--- src/rtl/hexseq_pkg.sv ---
package hexseq_pkg;

    typedef enum logic [1:0] {
        PH_UPPER = 2'd0,
        PH_GAP_S = 2'd1,
        PH_LOWER = 2'd2,
        PH_GAP_L = 2'd3
    } phase_t;

    typedef logic [6:0] seg_t;

    localparam seg_t SEG_BLANK_N = 7'h7F;

    // Active-high glyph, bit 0 = segment a ... bit 6 = segment g
    function automatic seg_t hex_glyph(input logic [3:0] nib);
        seg_t g;
        case (nib)
            4'h0: g = 7'h3F;
            4'h1: g = 7'h06;
            4'h2: g = 7'h5B;
            4'h3: g = 7'h4F;
            4'h4: g = 7'h66;
            4'h5: g = 7'h6D;
            4'h6: g = 7'h7D;
            4'h7: g = 7'h07;
            4'h8: g = 7'h7F;
            4'h9: g = 7'h6F;
            4'hA: g = 7'h77;
            4'hB: g = 7'h7C;
            4'hC: g = 7'h39;
            4'hD: g = 7'h5E;
            4'hE: g = 7'h79;
            default: g = 7'h71;
        endcase
        return g;
    endfunction

endpackage

--- src/rtl/hexseq_timer.sv ---
module hexseq_timer
    import hexseq_pkg::*;
#(
    parameter int unsigned SHOW_CYC  = 4,
    parameter int unsigned GAP_SHORT = 2,
    parameter int unsigned GAP_LONG  = 6
) (
    input  logic   clk,
    input  logic   rst,
    output phase_t phase,
    output logic   wrap
);
    localparam int unsigned MAX_A  = (SHOW_CYC > GAP_SHORT) ? SHOW_CYC : GAP_SHORT;
    localparam int unsigned MAX_C  = (MAX_A > GAP_LONG) ? MAX_A : GAP_LONG;
    localparam int unsigned CNT_W  = (MAX_C > 1) ? $clog2(MAX_C) : 1;

    logic [CNT_W-1:0] cnt_q;
    logic [CNT_W-1:0] limit;
    phase_t           phase_q;
    phase_t           phase_nxt;
    logic             last;

    always_comb begin
        case (phase_q)
            PH_UPPER: begin limit = CNT_W'(SHOW_CYC - 1);  phase_nxt = PH_GAP_S; end
            PH_GAP_S: begin limit = CNT_W'(GAP_SHORT - 1); phase_nxt = PH_LOWER; end
            PH_LOWER: begin limit = CNT_W'(SHOW_CYC - 1);  phase_nxt = PH_GAP_L; end
            default:  begin limit = CNT_W'(GAP_LONG - 1);  phase_nxt = PH_UPPER; end
        endcase
    end

    assign last = (cnt_q == limit);

    always_ff @(posedge clk) begin
        if (rst) begin
            phase_q <= PH_UPPER;
            cnt_q   <= '0;
        end else if (last) begin
            phase_q <= phase_nxt;
            cnt_q   <= '0;
        end else begin
            cnt_q   <= cnt_q + 1'b1;
        end
    end

    assign phase = phase_q;
    assign wrap  = (phase_q == PH_GAP_L) && last;

endmodule

--- src/rtl/hexseq_capture.sv ---
module hexseq_capture #(
    parameter int unsigned DW = 8
) (
    input  logic          clk,
    input  logic          rst,
    input  logic          wrap,
    input  logic [DW-1:0] value_in,
    output logic [DW-1:0] held
);
    always_ff @(posedge clk) begin
        if (rst || wrap) begin
            held <= value_in;
        end
    end
endmodule

--- src/rtl/hexseq_seg_mux.sv ---
module hexseq_seg_mux
    import hexseq_pkg::*;
#(
    parameter int unsigned NSEG = 7
) (
    input  phase_t          phase,
    input  logic            raw_mode,
    input  logic [NSEG:0]   live,
    input  logic [NSEG:0]   held,
    output logic [NSEG-1:0] seg_n,
    output logic            dp_n
);
    localparam int unsigned HALF = (NSEG + 1) / 2;

    logic [HALF-1:0] nib;
    seg_t            glyph;
    logic [NSEG-1:0] raw_seg_n;

    assign nib   = (phase == PH_UPPER) ? held[NSEG:HALF] : held[HALF-1:0];
    assign glyph = hex_glyph(nib);

    for (genvar i = 0; i < NSEG; i++) begin : g_raw
        assign raw_seg_n[i] = ~live[i];
    end

    always_comb begin
        if (raw_mode) begin
            seg_n = raw_seg_n;
            dp_n  = ~live[NSEG];
        end else begin
            case (phase)
                PH_UPPER: begin seg_n = ~glyph; dp_n = 1'b0; end
                PH_LOWER: begin seg_n = ~glyph; dp_n = 1'b1; end
                default:  begin seg_n = SEG_BLANK_N; dp_n = 1'b1; end
            endcase
        end
    end
endmodule

--- src/rtl/hex_digit_sequencer.sv ---
module hex_digit_sequencer
    import hexseq_pkg::*;
#(
    parameter int unsigned SHOW_CYC  = 4,
    parameter int unsigned GAP_SHORT = 2,
    parameter int unsigned GAP_LONG  = 6
) (
    input  logic       clk,
    input  logic       rst,
    input  logic [7:0] value_in,
    input  logic       raw_mode,
    output logic [6:0] seg_n,
    output logic       dp_n
);
    phase_t     phase;
    logic       wrap;
    logic [7:0] held;

    hexseq_timer #(
        .SHOW_CYC (SHOW_CYC),
        .GAP_SHORT(GAP_SHORT),
        .GAP_LONG (GAP_LONG)
    ) u_timer (
        .clk  (clk),
        .rst  (rst),
        .phase(phase),
        .wrap (wrap)
    );

    hexseq_capture #(.DW(8)) u_capture (
        .clk     (clk),
        .rst     (rst),
        .wrap    (wrap),
        .value_in(value_in),
        .held    (held)
    );

    hexseq_seg_mux #(.NSEG(7)) u_mux (
        .phase   (phase),
        .raw_mode(raw_mode),
        .live    (value_in),
        .held    (held),
        .seg_n   (seg_n),
        .dp_n    (dp_n)
    );
endmodule

--- config.mk ---
export PLATFORM = sky130hd
export DESIGN_NAME = hex_digit_sequencer
export DESIGN_NICKNAME = d
export VERILOG_FILES = /design/src/rtl/hexseq_pkg.sv /design/src/rtl/hexseq_timer.sv /design/src/rtl/hexseq_capture.sv /design/src/rtl/hexseq_seg_mux.sv /design/src/rtl/hex_digit_sequencer.sv
export SDC_FILE = /design/constraint.sdc
export NUM_CORES = 1
export LEC_CHECK = 0
export ABC_AREA = 0
export BUFFER_PORTS_ARGS = -buffer_cell sky130_fd_sc_hd__buf_2
export CAP_MARGIN = 25
export CORE_ASPECT_RATIO = 0.8
export CORE_MARGIN = 2
export CORE_UTILIZATION = 40
export DETAILED_ROUTE_END_ITERATION = 10
export PLACE_DENSITY = 0.66
export REMOVE_ABC_BUFFERS = 1
export SKIP_LAST_GASP = 1
export SLEW_MARGIN = 20
export SYNTH_ARGS = -nofsm -noshare
export SYNTH_HDL_FRONTEND = slang
export SYNTH_SLANG_ARGS = --single-unit
--- constraint.sdc ---
create_clock -name clk -period 4.1 [get_ports clk]
set_input_delay 0.615 -clock clk [delete_from_list [all_inputs] [get_ports clk]]
set_output_delay 0.615 -clock clk [all_outputs]
set_load 0.02 [all_outputs]
== After elaboration in Yosys (flattened, before gate mapping) ==
Memories as Yosys holds them, arrays and structs flattened.
Cells that the tools add are included.
W data, S select, Z words.
Operators by class
  reduce and logical (&&, ||, !) cells: 5
  $add $sub $neg: 1
  mux-type cells: 7
  equality and inequality tests: 4
  bitwise operators: 9
Operator list (count)
  $mux W7: 2
  $not A1 Y1: 8
  $not A7 Y7: 1
  $pmux W2 S3: 1
  $pmux W3 S2: 1
  $eq A2 B2 Y1 const B: 2
  $mux W4: 1
  $reduce_or A2 Y1: 2
  $add A3 B1 Y3 const B: 1
  $eq A3 B3 Y1: 1
  $eq A2 B1 Y1 const B: 1
  $logic_not A2 Y1: 1
  $mux W1: 2
  $logic_and A1 B1 Y1: 1
  $logic_or A1 B1 Y1: 1
Word-level totals
  memory bits (read-only): 112
  input port bits: 11
  register bits after elaboration: 13
  memories: 1
  word-level logic and storage cells: 30
Memory list
  (name not given): depth 16, bits a word 7, rd ports 1, clocked after memory_dff 0, wr ports 0, RTL line hexseq_pkg.sv:17  | case (nib)

== Longest topological paths before layout ==
Gate-level depths: netlist (run 1).
  word-level depth: 6
  mapped depth: 10

== Cells and area by module ==
From an unflattened synthesis (run 1), not the netlist that was laid out.
Unflattened totals
  cells, all modules: 109
  area total of the unflattened synthesis: 1052.3 µm²
Modules (own cells, without submodules)
  hexseq_seg_mux: sequential area each 0.0 µm², area an instance 519.2 µm², times used 1, cells an instance 71
  hexseq_timer: sequential area each 100.1 µm², area an instance 286.5 µm², times used 1, cells an instance 29
  hexseq_capture: sequential area each 240.2 µm², area an instance 246.5 µm², times used 1, cells an instance 9

== Worst setup path before layout (run 1) ==
OpenSTA, ideal clock, no wires.
  kind: register to output
  start point: reg u_timer.phase_q[0] (netlist: u_timer.phase[0])
  end point: out seg_n[4]
  arrival: 2.319 ns
  setup slack: 1.166 ns
  stages on the path, launching flop included: 11
  cells stage by stage: dfxtp_1 -> inv_1 -> ha_1 -> buf_6 -> buf_2 -> mux2i_1 -> ha_1 -> a211oi_1 -> a21oi_1 -> a211o_1 -> a32oi_1
Between the ends
  longest elaborated chain between the ends: 6
RTL lines
  start: declaration: RTL line hexseq_timer.sv:19  | phase_t phase_q;
  start signal: assignment: RTL line hexseq_timer.sv:39  | phase_q <= phase_nxt;
  $logic_not A2 Y1: RTL line hexseq_seg_mux.sv:19, hexseq_seg_mux.sv:31
  $mux W4: RTL line hexseq_seg_mux.sv:19  | assign nib = (phase == PH_UPPER) ? held[NSEG:HALF] : held[HALF-1:0];
  $mem_v2 Z16 W7
  $not A7 Y7: RTL line hexseq_seg_mux.sv:32, hexseq_seg_mux.sv:33
  $mux W7 *
  $mux W7 *: RTL line hexseq_seg_mux.sv:27  | if (raw_mode) begin
  end: declaration: RTL line hex_digit_sequencer.sv:12  | output logic [6:0] seg_n,
Every way passes the cells marked *; elsewhere a longest branch is shown, timed or not.

== Worst setup path after layout (run 1) ==
  start point: reg u_timer.phase_q[0] (netlist: u_timer.phase[0])
  end point: out seg_n[3]
Same word-level chain as after synthesis.

==> results of run 1 <==
[sequential cells by signal (all words and copies together), names as in the netlist]
| signal | flops |
|---|---|
| u_capture.held | 8 |
| u_timer.phase | 2 |
| u_timer.cnt_q | 3 |
[report_power, final]
part / total, mW / switching (mW) / internal, mW
Combinational: 0.121 / 0.0694 / 0.0517
Sequential: 0.156 / 0.00883 / 0.148
Clock: 0.0804 / 0.0426 / 0.0377
[Yosys cell counts (2+ instances only)]
library cell,n
a21oi_1,5
clkbuf_1,2
o21ai_0,2
xnor2_1,4
inv_1,5
nor3_1,3
dfxtp_1,5
nor2_1,8
o221a_1,2
edfxtp_1,8
nor3b_1,4
mux2i_1,7
ha_1,11
a211oi_1,2
[cell families (layout without fill, tap and decap cells)]
logic type | Yosys count | in the layout | synth area share [%]
compound gates | 24 | 24 | 18.8
simple gates | 19 | 19 | 10.1
flops | 13 | 13 | 35.1
fa+ha+maj | 11 | 11 | 14.2
mux | 10 | 10 | 13.0
buf+inv | 9 | 27 | 4.38
xor+xnor | 5 | 5 | 4.51
[layout make-up]
class / instances / area (µm²) / share of cell area [%]
Multi-Input combinational cell: 69 / 588 / 53.7
Tap cell: 25 / 31.3 / 2.86
Inverter: 5 / 18.8 / 1.71
Sequential cell: 13 / 340 / 31.1
Timing Repair Buffer: 18 / 90.1 / 8.23
Clock buffer: 4 / 26.3 / 2.40
[worst paths after layout]
path	start	end	slack [ns]	cells after the start
worst max register to register	u_timer.phase[1]$_SDFFE_PP0P_	u_capture.held[2]$_DFFE_PP_	2.38	4
worst max-delay path	u_timer.phase[0]$_SDFFE_PP0P_	seg_n[3]	0.38	9
worst min-delay path	u_timer.cnt_q[0]$_SDFF_PP0_	u_timer.cnt_q[0]$_SDFF_PP0_	0.46	1
worst min register to register	u_timer.cnt_q[0]$_SDFF_PP0_	u_timer.cnt_q[0]$_SDFF_PP0_	0.46	1
[through the flow]
stage / instance area (µm²) / total power [mW] / instances / hold WS [ns] / util, %
after floorplan: 947 / 0.245 / 87 / 0.408 / -
after global routing: 1090 / 0.382 / 134 / 0.476 / 49.0
final: 1090 / 0.358 / 134 / 0.457 / 49.0
after global placement: 1070 / 0.278 / 130 / 0.433 / 47.8
after detailed placement: 1070 / 0.280 / 130 / 0.439 / 47.8
after CTS: 1090 / 0.362 / 134 / 0.457 / 49.0
[routing by layer]
layer  share of wire (%)  up-vias  GRT usage, %  wire, µm
met2                  45       19          27.3       901
met5                   0        -             0         0
met4                0.25        0          2.73         5
met3                 4.8        2          5.68        98
li1                    -      383             -         -
met1                  50      357          22.1      1020
==> flow_summary.yaml, run 1 <==
run_status:
  status: "finished, final reports clean"
die:
  core_area_mm2: 0.00223
  row_count: 15
  die_w_um: 59.1
  dieArea_mm2: 0.00284
  boundaryPins: 19
  die_y_um: 48.1
  start_util_pct: 43.5
cells_and_area:
  diodes: 0
  area_growth_pct: 12.8
  drive_above_1_share_pct: 24.8
  layout_common_cells: "18 x buf_2, 11 x ha_1, 8 x nor2_1, 8 x edfxtp_1, 7 x mux2i_1"
  final_common_cell: "buf_2"
  nFillCells: 204
  nets: 132
sta:
  fmax_mhz: 269
  relSlewSlack_pct: 49.5
  setup_tns_ns: 0
  finalHoldViolCount: 0
  tightest_slew_ns: 0.758
  period_needed_ns: 3.72
  clock_skew_ns: 0.00558
  fin_crit_sh_pct: 90.7
  rsz0062_at_grt: "no"
  drv_slew: 0
  setup_violations: 0
  final.setup.worst_slack_ns: 0.380
synthesis:
  synth-warning-count: 0
  ys_top_cells_by_area: "edfxtp_1 25%, ha_1 14%, dfxtp_1 10%"
  synthCells: 91
  synth_area_um2: 971
  synth-seq-cells: 13
  ys.flop_type: "edfxtp_1"
  synthDistinctLibCells: 37
  avgSynthCellArea_um2: 10.7
  synth_edf_count: 8
  synth.top_cell.area_share_pct: 24.7
  synth_area_leader_cell: "edfxtp_1"
  seq_area_frac_synth_pct: 35.1
  synth-async-reset-ratio_pct: 0
global_routing:
  grt_pass1_wl_mm: 3.40
  grt_pass1_vias: 700
  grt_max_degree: 20
  grt.overflow.total: 0
  grtUsageTotal_pct: 16.7
  antenna_found_initial: 0
setup_path:
  crit_buf_inv: 3
  crit_fanout: 19
  cp_cell_sequence: "inv_1, ha_1, mux2i_1, inv_1, ha_1, mux4_2, nor2_2, a21oi_2, buf_2"
  worst-setup-path-type: "reg -> out"
  critPathSlowestCell: "ha_1"
  critical_path_required_ns: 3.48
  endpoint_kind: "output pin"
  worst_path_largest_cell_delay_ns: 0.65
  cpLargestDelayFamily: "multiplexers"
  critPathLaunchType: "register"
  arrival_ns: 3.11
cts:
  hold_buffers: 0
  clockBufferDepth: 2
  root_buffer: "clkbuf_4"
  cts_tree: "built"
  postCtsSetupBuffers: 0
  cts.sinks: 13
  insertion_delay_ns: 0.28
  htreeDepth: 1
  cts_resized: 0
  clkSlewWorstSetupHoldPaths_ns: 0.08
  cts_buffers: 3
detailed_routing:
  wl_per_cell_um: 15.1
  dr.pass1.iters: 4
  vias: 761
  viasPerCell: 5.68
  drtIter0Drc: 25
  ant_nets: 0
  drc: 0
  routed_wl_mm: 2.02
pwr:
  power_density_mw_per_mm2: 327
  peakVddDrop_uv: 163
  leakage_nw: 0.478
placed_design:
  post-dp-hpwl_mm: 1.61
  dp_slack_ns: 0.699
  portBuffers: 18
  place.gp.congestion: 0.890
run:
  maxCapViolations: 0
hold_path:
  hold_path.class: "reg -> reg"
No activity file was read; power rests on OpenSTA's default activity.
==> inputs of run 2 (changes only) <==
--- a/config.mk
+++ b/config.mk
@@ -13,6 +13,7 @@
 export CORE_UTILIZATION = 40
 export DETAILED_ROUTE_END_ITERATION = 10
 export PLACE_DENSITY = 0.66
+export RECOVER_POWER = 100
 export REMOVE_ABC_BUFFERS = 1
 export SKIP_LAST_GASP = 1
 export SLEW_MARGIN = 20
==> constraint.sdc (replaced) <==
create_clock -name clk -period 3.86 [get_ports clk]
set_input_delay 0.579 -clock clk [delete_from_list [all_inputs] [get_ports clk]]
set_output_delay 0.579 -clock clk [all_outputs]
set_load 0.005 [all_outputs]
==> flow_summary.yaml, run 2 (synthesis results as in run 1) <==
run_status:
  status: "finished, final reports clean"
cts:
  htreeDepth: 1
  insertion_delay_ns: 0.28
  cts.sinks: 13
  hold_buffers: 0
  cts_buffers: 3
  cts_tree: "built"
  clockBufferDepth: 2
  clkSlewWorstSetupHoldPaths_ns: 0.09
  cts_resized: 0
  root_buffer: "clkbuf_4"
  postCtsSetupBuffers: 0
cells_and_area:
  largest_reg_flops: 8
  regMostFlops: "u_capture.held"
  area_growth_pct: 11.5
  drive_above_1_share_pct: 12.7
  seqCellArea_um2: 340
  multi_input_area_um2: 586
  layout_common_cells: "13 x clkbuf_1, 11 x ha_1, 9 x nor2_1"
  nFillCells: 212
  nets: 133
  final_common_cell: "clkbuf_1"
  diodes: 0
detailed_routing:
  ant_nets: 0
  vias: 762
  drc: 0
  dr.pass1.iters: 4
  viasPerCell: 5.64
  routed_wl_mm: 2.11
  drtIter0Drc: 22
  wl_per_cell_um: 15.6
setup_path:
  cp_cell_sequence: "inv_1, ha_1, mux2i_1, inv_1, ha_1, mux4_2, nor2_1, a21oi_2, buf_2"
  ff2ff_setup_slack_ns: 2.07
  crit_buf_inv: 3
  worst_path_largest_cell_delay_ns: 0.52
  crit_fanout: 13
  cp.depth: 9
  critPathLaunchType: "register"
  worst-setup-path-type: "reg -> out"
  reg2reg_depth: 5
  cpLargestDelayFamily: "multiplexers"
  critPathSlowestCell: "ha_1"
  critical_path_required_ns: 3.28
  arrival_ns: 2.99
  endpoint_kind: "output pin"
die:
  die_y_um: 48.1
  die_w_um: 59.1
  boundaryPins: 19
  dieArea_mm2: 0.00284
  core_area_mm2: 0.00223
  start_util_pct: 43.5
  row_count: 15
pwr:
  power_density_mw_per_mm2: 338
  peakVddDrop_uv: 159
  leakage_nw: 0.448
global_routing:
  use_met2_pct: 28.7
  grt_max_degree: 14
  grt_pass1_vias: 749
  grtUsageTotal_pct: 17.0
  grt.overflow.total: 0
  globalRouteMet3Util_pct: 5.41
  met1_usage_pct: 20.1
  grt_most_used_layer: "met2"
  grt_pass1_wl_mm: 3.39
  antenna_found_initial: 0
sta:
  tightest_slew_ns: 0.569
  fmax_mhz: 280
  relSlewSlack_pct: 62.1
  fin_crit_sh_pct: 92.4
  period_needed_ns: 3.57
  clock_skew_ns: 0.00373
  final.setup.worst_slack_ns: 0.292
  drv_slew: 0
  finalHoldViolCount: 0
  setup_tns_ns: 0
  setup_violations: 0
  rsz0062_at_grt: "no"
placed_design:
  dp_slack_ns: 0.640
  post-dp-hpwl_mm: 1.63
  place.gp.congestion: 0.872
  portBuffers: 18
run:
  maxCapViolations: 0
hold_path:
  hold_path.class: "reg -> reg"
  hold_depth: 1
## run 2: metal layers
layer | wire length (µm) | vias to the layer above
met2 | 974 | 23
li1 | - | 382
met1 | 1000 | 351
met3 | 93 | 6
met5 | 0 | -
met4 | 36 | 0
## run 2: final cells by class
type | instances | area share, %
clock buffer | 4 | 2.43
tap | 25 | 2.89
sequential | 13 | 31.4
multi-input combinational | 69 | 54.1
inverter | 5 | 1.73
timing repair buffer | 19 | 7.40
## run 2: final timing paths
path,from,end
setup / recovery,u_timer.phase[0]$_SDFFE_PP0P_,seg_n[3]
hold / removal,u_timer.cnt_q[0]$_SDFF_PP0_,u_timer.cnt_q[0]$_SDFF_PP0_
setup reg to reg,u_timer.phase[0]$_SDFFE_PP0P_,u_timer.phase[0]$_SDFFE_PP0P_
hold reg to reg,u_timer.cnt_q[0]$_SDFF_PP0_,u_timer.cnt_q[0]$_SDFF_PP0_
## run 2: per-stage QoR
step	cells	area, µm²	util, %	total power, mW	hold slack (ns)
2_1_floorplan	87	947	-	0.246	0.408
3_3_place_gp	131	1080	48.2	0.283	0.434
3_5_place_dp	131	1080	48.2	0.284	0.434
4_1_cts	135	1100	49.4	0.375	0.453
5_1_grt	135	1080	48.5	0.388	0.471
6_report	135	1080	48.5	0.366	0.451
## run 2: power by group
part | internal, mW | switching [mW] | total (mW)
combinational | 0.0516 | 0.0599 | 0.111
sequential | 0.157 | 0.00934 | 0.166
clock | 0.0402 | 0.0485 | 0.0887
total | 0.249 | 0.118 | 0.366
==> inputs of run 3 (changes only) <==
--- a/config.mk
+++ b/config.mk
@@ -9,7 +9,7 @@
 export BUFFER_PORTS_ARGS = -buffer_cell sky130_fd_sc_hd__buf_2
 export CAP_MARGIN = 25
 export CORE_ASPECT_RATIO = 0.8
-export CORE_MARGIN = 2
+export CORE_MARGIN = 4
 export CORE_UTILIZATION = 40
 export DETAILED_ROUTE_END_ITERATION = 10
 export PLACE_DENSITY = 0.66
==> flow_summary.yaml, run 3 (synthesis results as in run 1) <==
cts:
  clkSlewWorstSetupHoldPaths_ns: 0.07
  cts_tree: "built"
  cts_resized: 0
  postCtsSetupBuffers: 0
  clockBufferDepth: 2
  hold_buffers: 0
  cts_buffers: 3
  root_buffer: "clkbuf_4"
  insertion_delay_ns: 0.27
  cts.sinks: 13
  htreeDepth: 1
placed_design:
  portBuffers: 18
  dpl_cell_area_mm2: 0.00108
  post-dp-hpwl_mm: 1.64
  place.gp.congestion: 0.823
  dp_slack_ns: 0.891
pwr:
  pwr-share-seq_pct: 46.0
  p_clk_share_pct: 23.0
  peakVddDrop_uv: 151
  power_density_mw_per_mm2: 333
  combPwrFrac_pct: 31.0
  leakage_nw: 0.451
  intPower_mw: 0.249
  p_switching_mw: 0.112
  power.share.switching_pct: 31.0
hold_path:
  hp-start: "u_timer.cnt_q[0]$_SDFF_PP0_"
  hold_path.class: "reg -> reg"
  whs_endpoint: "u_timer.cnt_q[0]$_SDFF_PP0_"
  hold_depth: 1
global_routing:
  antenna_found_initial: 0
  grt_pass1_wl_mm: 3.57
  grt_max_degree: 14
  grt_most_used_layer: "met2"
  grtUsageTotal_pct: 14.0
  globalRouteMet3Util_pct: 5.40
  met1_usage_pct: 19.5
  grt.overflow.total: 0
  grt_pass1_vias: 741
  use_met2_pct: 20.7
sta:
  relSlewSlack_pct: 56.2
  tightest_slew_ns: 0.657
  drv_slew: 0
  finalHoldViolCount: 0
  fin_crit_sh_pct: 89.3
  fmax_mhz: 290
  period_needed_ns: 3.45
  setup_tns_ns: 0
  rsz0062_at_grt: "no"
  clock_skew_ns: 0.00445
  final.setup.worst_slack_ns: 0.413
  setup_violations: 0
detailed_routing:
  viasPerCell: 5.72
  dr.pass1.iters: 4
  vias: 772
  routed_wl_mm: 2.04
  wl_per_cell_um: 15.1
  drc: 0
  ant_nets: 0
  drtIter0Drc: 31
setup_path:
  reg2reg_depth: 4
  crit_fanout: 13
  critPathLaunchType: "register"
  cp.depth: 8
  crit_buf_inv: 3
  worst_path_largest_cell_delay_ns: 0.56
  rr_startpoint: "u_timer.phase[0]$_SDFFE_PP0P_"
  worst-setup-path-type: "reg -> out"
  critPathSlowestCell: "mux4_2"
  endpoint_kind: "output pin"
  rr_endpoint: "u_capture.held[2]$_DFFE_PP_"
  critical_path_required_ns: 3.28
  cp_cell_sequence: "inv_1, ha_1, clkbuf_1, mux2i_4, mux4_2, nor2_2, a21oi_2, buf_2"
  arrival_ns: 2.87
  startpoint: "u_timer.phase[0]$_SDFFE_PP0P_"
  cpLargestDelayFamily: "multiplexers"
  ff2ff_setup_slack_ns: 2.15
run_status:
  status: "finished, final reports clean"
cells_and_area:
  area_growth_pct: 11.9
  regMostFlops: "u_capture.held"
  fin_area_mm2: 0.00109
  layout_common_cells: "12 x clkbuf_1, 11 x ha_1, 8 x nor2_1, 8 x edfxtp_1"
  nets: 133
  drive_above_1_share_pct: 14.5
  diodes: 0
  largest_reg_flops: 8
  final_common_cell: "clkbuf_1"
die:
  die_w_um: 63.1
  start_util_pct: 43.5
  die_y_um: 52.1
  core_area_mm2: 0.00223
  boundaryPins: 19
  dieArea_mm2: 0.00328
  row_count: 15
run:
  maxCapViolations: 0
run 3: cell count changes in the layout (fill, tap and decap cells not counted), sizes merged:
cell,change
buf,+1
clkbuf,-1
run 3: power by group through the flow:
stage	registers, mW	clock network [mW]	logic, mW
finish	0.166	0.0831	0.112
global route	0.168	0.0914	0.127
CTS	0.166	0.0879	0.116
detailed placement	0.169	0	0.115
global placement	0.169	0	0.113
floorplan	0.167	0	0.0789
run 3: worst register-to-register path, delay by kind of cell (launching register included):
family | cells | cell delay (ns)
XOR/XNOR | 1 | 0.14
AND/OR/NAND/NOR | 1 | 0.29
AO/OA/AOI/OAI | 1 | 0.37
flip-flops | 1 | 0.35
adder cells (fa/ha/maj) | 1 | 0.22
run 3: how the worst max path moves through the flow:
stage	to	slack, ns
2_1_floorplan	seg_n[3]	0.93
3_3_place_gp	seg_n[3]	1.05
3_5_place_dp	seg_n[3]	0.89
4_1_cts	seg_n[3]	0.59
5_1_grt	seg_n[6]	0.23
6_report	seg_n[3]	0.41
run 3: area by class of cell:
class	count	area, µm²
flip-flops and latches	13	340
fillers	213	1150
multi-input cells	69	588
inverters	5	18.8
repair buffers	19	81.3
well taps	25	31.3
clock buffers	4	26.3
run 3: metal layers:
metal | vias to the layer above | wire [µm]
met2 | 35 | 892
met4 | 0 | 0
met3 | 0 | 176
met5 | - | 0
li1 | 379 | -
met1 | 358 | 969
run 3: metrics by stage:
step | hold slack (ns) | utilization [%] | power [mW] | instances
final | 0.453 | 48.6 | 0.361 | 135
after floorplan | 0.408 | - | 0.246 | 87
after global routing | 0.485 | 48.6 | 0.387 | 135
after CTS | 0.457 | 49.4 | 0.370 | 135
after detailed placement | 0.439 | 48.2 | 0.285 | 131
after global placement | 0.432 | 48.2 | 0.283 | 131
